==> config.mk <==
export PLATFORM = sky130hd
export DESIGN_NAME = load_order_guard
export DESIGN_NICKNAME = d
export VERILOG_FILES = /design/src/rtl/load_order_guard.sv
export SDC_FILE = /design/constraint.sdc
export NUM_CORES = 1
export LEC_CHECK = 0
export BUFFER_PORTS_ARGS = -buffer_cell sky130_fd_sc_hd__clkbuf_2
export CAP_MARGIN = 25
export CORE_ASPECT_RATIO = 2
export CORE_MARGIN = 8
export CORE_UTILIZATION = 30
export DETAILED_ROUTE_END_ITERATION = 7
export HOLD_SLACK_MARGIN = 0.08
export PLACE_DENSITY = 0.43
export SETUP_SLACK_MARGIN = 0.4
export SLEW_MARGIN = 25
export SYNTH_ARGS = -nofsm -noshare
export SYNTH_HDL_FRONTEND = slang
export SYNTH_SLANG_ARGS = --single-unit
==> constraint.sdc <==
create_clock -name clk -period 7.5 [get_ports clk]
set_clock_uncertainty 0.05 [all_clocks]
set_input_delay 0.75 -clock clk [delete_from_list [all_inputs] [get_ports clk]]
set_output_delay 0.75 -clock clk [all_outputs]
set_load 0.01 [all_outputs]
==> src/rtl/load_order_guard.sv <==
module load_order_guard #(
  parameter int DEPTH = 8,
  parameter int AW    = 16,
  localparam int IW   = $clog2(DEPTH),
  localparam int PW   = IW + 1
) (
  input  logic          clk,
  input  logic          rst_n,
  input  logic          alloc_valid,
  output logic          alloc_ready,
  output logic [IW-1:0] alloc_idx,
  input  logic          retire_valid,
  input  logic          exec_valid,
  input  logic [IW-1:0] exec_idx,
  input  logic [AW-1:0] exec_addr,
  input  logic          st_valid,
  input  logic [PW-1:0] st_pos,
  input  logic [AW-1:0] st_addr,
  output logic          viol_valid,
  output logic [IW-1:0] viol_idx
);

  logic [PW-1:0]    head_q, tail_q, cnt, st_off, hit_off;
  logic [AW-1:0]    addr_q [DEPTH];
  logic [DEPTH-1:0] done_q;
  logic             hit_any;

  assign cnt         = tail_q - head_q;
  assign st_off      = st_pos - head_q;
  assign alloc_ready = cnt != PW'(DEPTH);
  assign alloc_idx   = tail_q[IW-1:0];

  always_comb begin
    hit_any = 1'b0;
    hit_off = '0;
    for (int k = DEPTH - 1; k >= 0; k--) begin
      logic [PW-1:0] kk;
      logic [PW-1:0] p;
      kk = PW'(k);
      p  = head_q + kk;
      if (st_valid && kk < cnt && kk >= st_off && done_q[p[IW-1:0]] &&
          addr_q[p[IW-1:0]] == st_addr) begin
        hit_any = 1'b1;
        hit_off = kk;
      end
    end
  end

  always_ff @(posedge clk) begin
    if (!rst_n) begin
      head_q     <= '0;
      tail_q     <= '0;
      done_q     <= '0;
      viol_valid <= 1'b0;
      viol_idx   <= '0;
    end else begin
      if (exec_valid) done_q[exec_idx] <= 1'b1;
      if (hit_any) begin
        logic [PW-1:0] cut;
        cut        = head_q + hit_off;
        tail_q     <= cut;
        viol_valid <= 1'b1;
        viol_idx   <= cut[IW-1:0];
      end else begin
        viol_valid <= 1'b0;
        if (alloc_valid && alloc_ready) begin
          tail_q <= tail_q + 1'b1;
          done_q[tail_q[IW-1:0]] <= 1'b0;
        end
        if (retire_valid && cnt != '0) head_q <= head_q + 1'b1;
      end
    end
  end

  always_ff @(posedge clk) begin
    if (exec_valid) addr_q[exec_idx] <= exec_addr;
  end

  p_viol_after_store_r4: assert property (@(posedge clk) disable iff (!rst_n)
    viol_valid |-> $past(st_valid));

  p_no_viol_idle_r9: assert property (@(posedge clk) disable iff (!rst_n)
    !st_valid |=> !viol_valid);

  p_flush_tail_r8: assert property (@(posedge clk) disable iff (!rst_n)
    viol_valid |-> alloc_idx == viol_idx);

  p_count_bound_r2: assert property (@(posedge clk) disable iff (!rst_n)
    cnt <= PW'(DEPTH));

  p_empty_retire_r3: assert property (@(posedge clk) disable iff (!rst_n)
    (cnt == '0 && !alloc_valid) |=> cnt == '0);

endmodule

==> metrics.csv <==
metric,value,unit
dr.pass1.iters,7,
cts_sinks,151,
syn_nets,1164,
setup_viol,0,
slowest_stage,ha_4,
grt_overflow,0,
arrival,6.13,ns
cts_tree,done,
power.density,335,nW/um^2
p_leak,4.95,nW
critPathMaxFanout,68,
hold_path.class,reg2reg,
regToRegEndpoint,tail_q[2],
die_w,170,um
io_pins,53,
max_freq,173,MHz
synth_edf_count,128,
grt_max_degree,106,
drv_cap,0,
first_iter_violations,931,
antenna_found_initial,1,
clock_path_buffers,2,
vdd_drop_max,227,uV
dieArea,55400,um^2
fin_crit,5.77,ns
max_stage_delay,0.99,ns
start_util,30.2,%
clk_pin_slew,0.07,ns
coreArea,47400,um^2
whs,0.408,ns
tns,0,ns
cts_made_buffers,17,
cp_cell_sequence,inv_1 > ha_4 > buf_4 > buf_4 > mux4_2 > xnor2_1 > mux2i_1 > nor4_1 > o2111ai_1 > or3_1 > a21oi_1 > o21bai_1 > a21oi_1 > ha_1 > inv_1 > fa_1 > xor2_1 > mux2_2 > nor2_1,
ys_types,70,
cts-root-buf,clkbuf_16,
utilization,33.3,%
synth-async-reset-ratio,0,%
hold_path_end,viol_idx[1],
cts_max_level,4,
worst_slack,1.73,ns
postCtsHoldBufs,0,
area_growth_syn_to_layout,10.1,%
max_slew_margin,31.9,%
rsz0062_at_grt,false,
place_hpwl,41900,um
min_from,viol_idx[1],
port_buffers,52,
cts_resized,0,
avgSynthCellArea,13.0,um^2
cts_setup_buffers,0,
worstMarginPinSlew,1.02,ns
grt_pass1_wl,79600,um
yosys_warnings,0,
status,"finished, final reports clean",
nFillCells,4641,
gp_congestion,0.975,
post-route-period-util,77.0,%
cp-start-kind,register,
wl_per_cell,31.3,um
critPathKind,reg2reg,
grt_pass1_vias,10892,
hold_viol_final,0,
syn_inst,1103,
slew_viol_final,0,
end_kind,register,
grt_usage,20.0,%
drt_wl_total,54900,um
fp.dieH,325,um
drc,0,
ys_ff_latch,151,
r2r_start,head_q[1],
cp.required,7.85,ns
avgViaCountPerCell,5.91,
dp_slack,1.80,ns
drive_gt1_share,30.2,%
vias,10373,
rows,113,
r2r_slack,1.73,ns
nets,1171,
r2r_cells,19,
ant_nets,0,
ys.flop_type,edfxtp_1,
min_path_cells,2,
clk_latency,0.46,ns
netlist_area,14300,um^2
seq_area_frac_synth,30.1,%
per-layer routing:
layer / global-route usage [%] / vias to the layer above / routed length (um)
li1: - / 4450 / -
met3: 2.09 / 103 / 1780
met5: 0 / - / 0
met2: 37.6 / 360 / 30600
met1: 20.8 / 5460 / 19200
met4: 12.0 / 0 / 3260
kinds of logic after synthesis:
kind of cell	synth area share, %
AND/OR/NAND/NOR	6.76
multiplexers	40.6
adder cells (fa/ha/maj)	1.56
AO/OA/AOI/OAI	6.18
buffers and inverters	4.17
XOR/XNOR	10.7
flip-flops	30.1
placed cells by master, fill, tap and decap left out, types with 17 or more instances in the layout:
| master | count |
|---|---|
| a21oi_1 | 22 |
| buf_4 | 31 |
| clkbuf_16 | 17 |
| clkbuf_2 | 52 |
| dfxtp_1 | 18 |
| edfxtp_1 | 128 |
| mux2i_1 | 151 |
| mux4_2 | 185 |
| nand2_1 | 29 |
| nand3_1 | 22 |
| nor2_1 | 31 |
| o21ai_0 | 23 |
| xnor2_1 | 102 |
| xor2_1 | 64 |
worst max path at each step:
stage                   start         to  slack [ns]  cells past startpoint
global placement    head_q[1]  tail_q[2]        1.69                     19
global route        head_q[1]  tail_q[2]        1.39                     19
detailed placement  head_q[1]  tail_q[2]        1.80                     19
CTS                 head_q[1]  tail_q[2]        1.77                     19
floorplan           head_q[1]  tail_q[2]        2.16                     24
finish              head_q[1]  tail_q[2]        1.73                     19
report_power, final:
group | switching [mW] | total [mW] | internal [mW]
sequential | 0.0665 | 1.02 | 0.953
clock | 0.367 | 0.919 | 0.551
combinational | 1.88 | 3.34 | 1.46
total | 2.31 | 5.28 | 2.97
through the flow:
stage                     area [um^2]  instances  power, mW
after floorplan                 14300       1103       3.48
after global placement          15100       1723       4.40
after detailed placement        15100       1723       4.38
after CTS                       15800       1753       5.32
after global routing            15800       1754       5.51
final                           15800       1755       5.28
sequential cells by signal, summed over array words and instances, names as in the netlist, named ones only:
signal	flops
addr_q	128
done_q	8
head_q	4
tail_q	4
viol_idx	3
viol_valid	1
cells in the mapped netlist (5+ instances only):
master,number,share of area [%]
mux4_2,185,29
mux2i_1,151,11
edfxtp_1,128,27
xnor2_1,103,6.3
xor2_1,64,3.9
buf_2,39,1.4
nor2_1,37,0.97
nand2_1,29,0.76
dfxtp_1,23,3.2
o21ai_0,23,0.80
a21oi_1,22,0.77
nand3_1,22,0.77
clkbuf_1,17,0.45
buf_4,16,0.84
nand4_1,15,0.66
buf_1,14,0.37
inv_1,14,0.37
ha_1,13,1.1
mux2_2,12,0.94
nor3_1,12,0.42
o22ai_1,11,0.48
a22oi_1,10,0.52
buf_6,10,0.79
nor4_1,10,0.44
nand2b_1,9,0.39
and3_1,8,0.35
a221oi_1,7,0.43
a31oi_1,7,0.31
or3_1,6,0.26
a22o_1,5,0.31
worst max-delay path, delay by kind of cell (launching register included):
family	cells	cell delay, ns
compound gates	4	0.66
xor+xnor	2	0.59
fa+ha+maj	3	1.55
buf+inv	4	1.01
flops	1	0.34
mux	3	0.74
simple gates	3	0.67
layout make-up:
class	count	area [um^2]	area share, %
multi-input combinational	842	9470	60.1
sequential	151	4320	27.4
tap	632	791	5.02
timing repair buffer	84	513	3.26
clock buffer	18	429	2.72
clock inverter	12	178	1.13
inverter	14	52.6	0.333
antenna	2	5.00	0.0318
No activity file was read; power rests on OpenSTA's default activity.
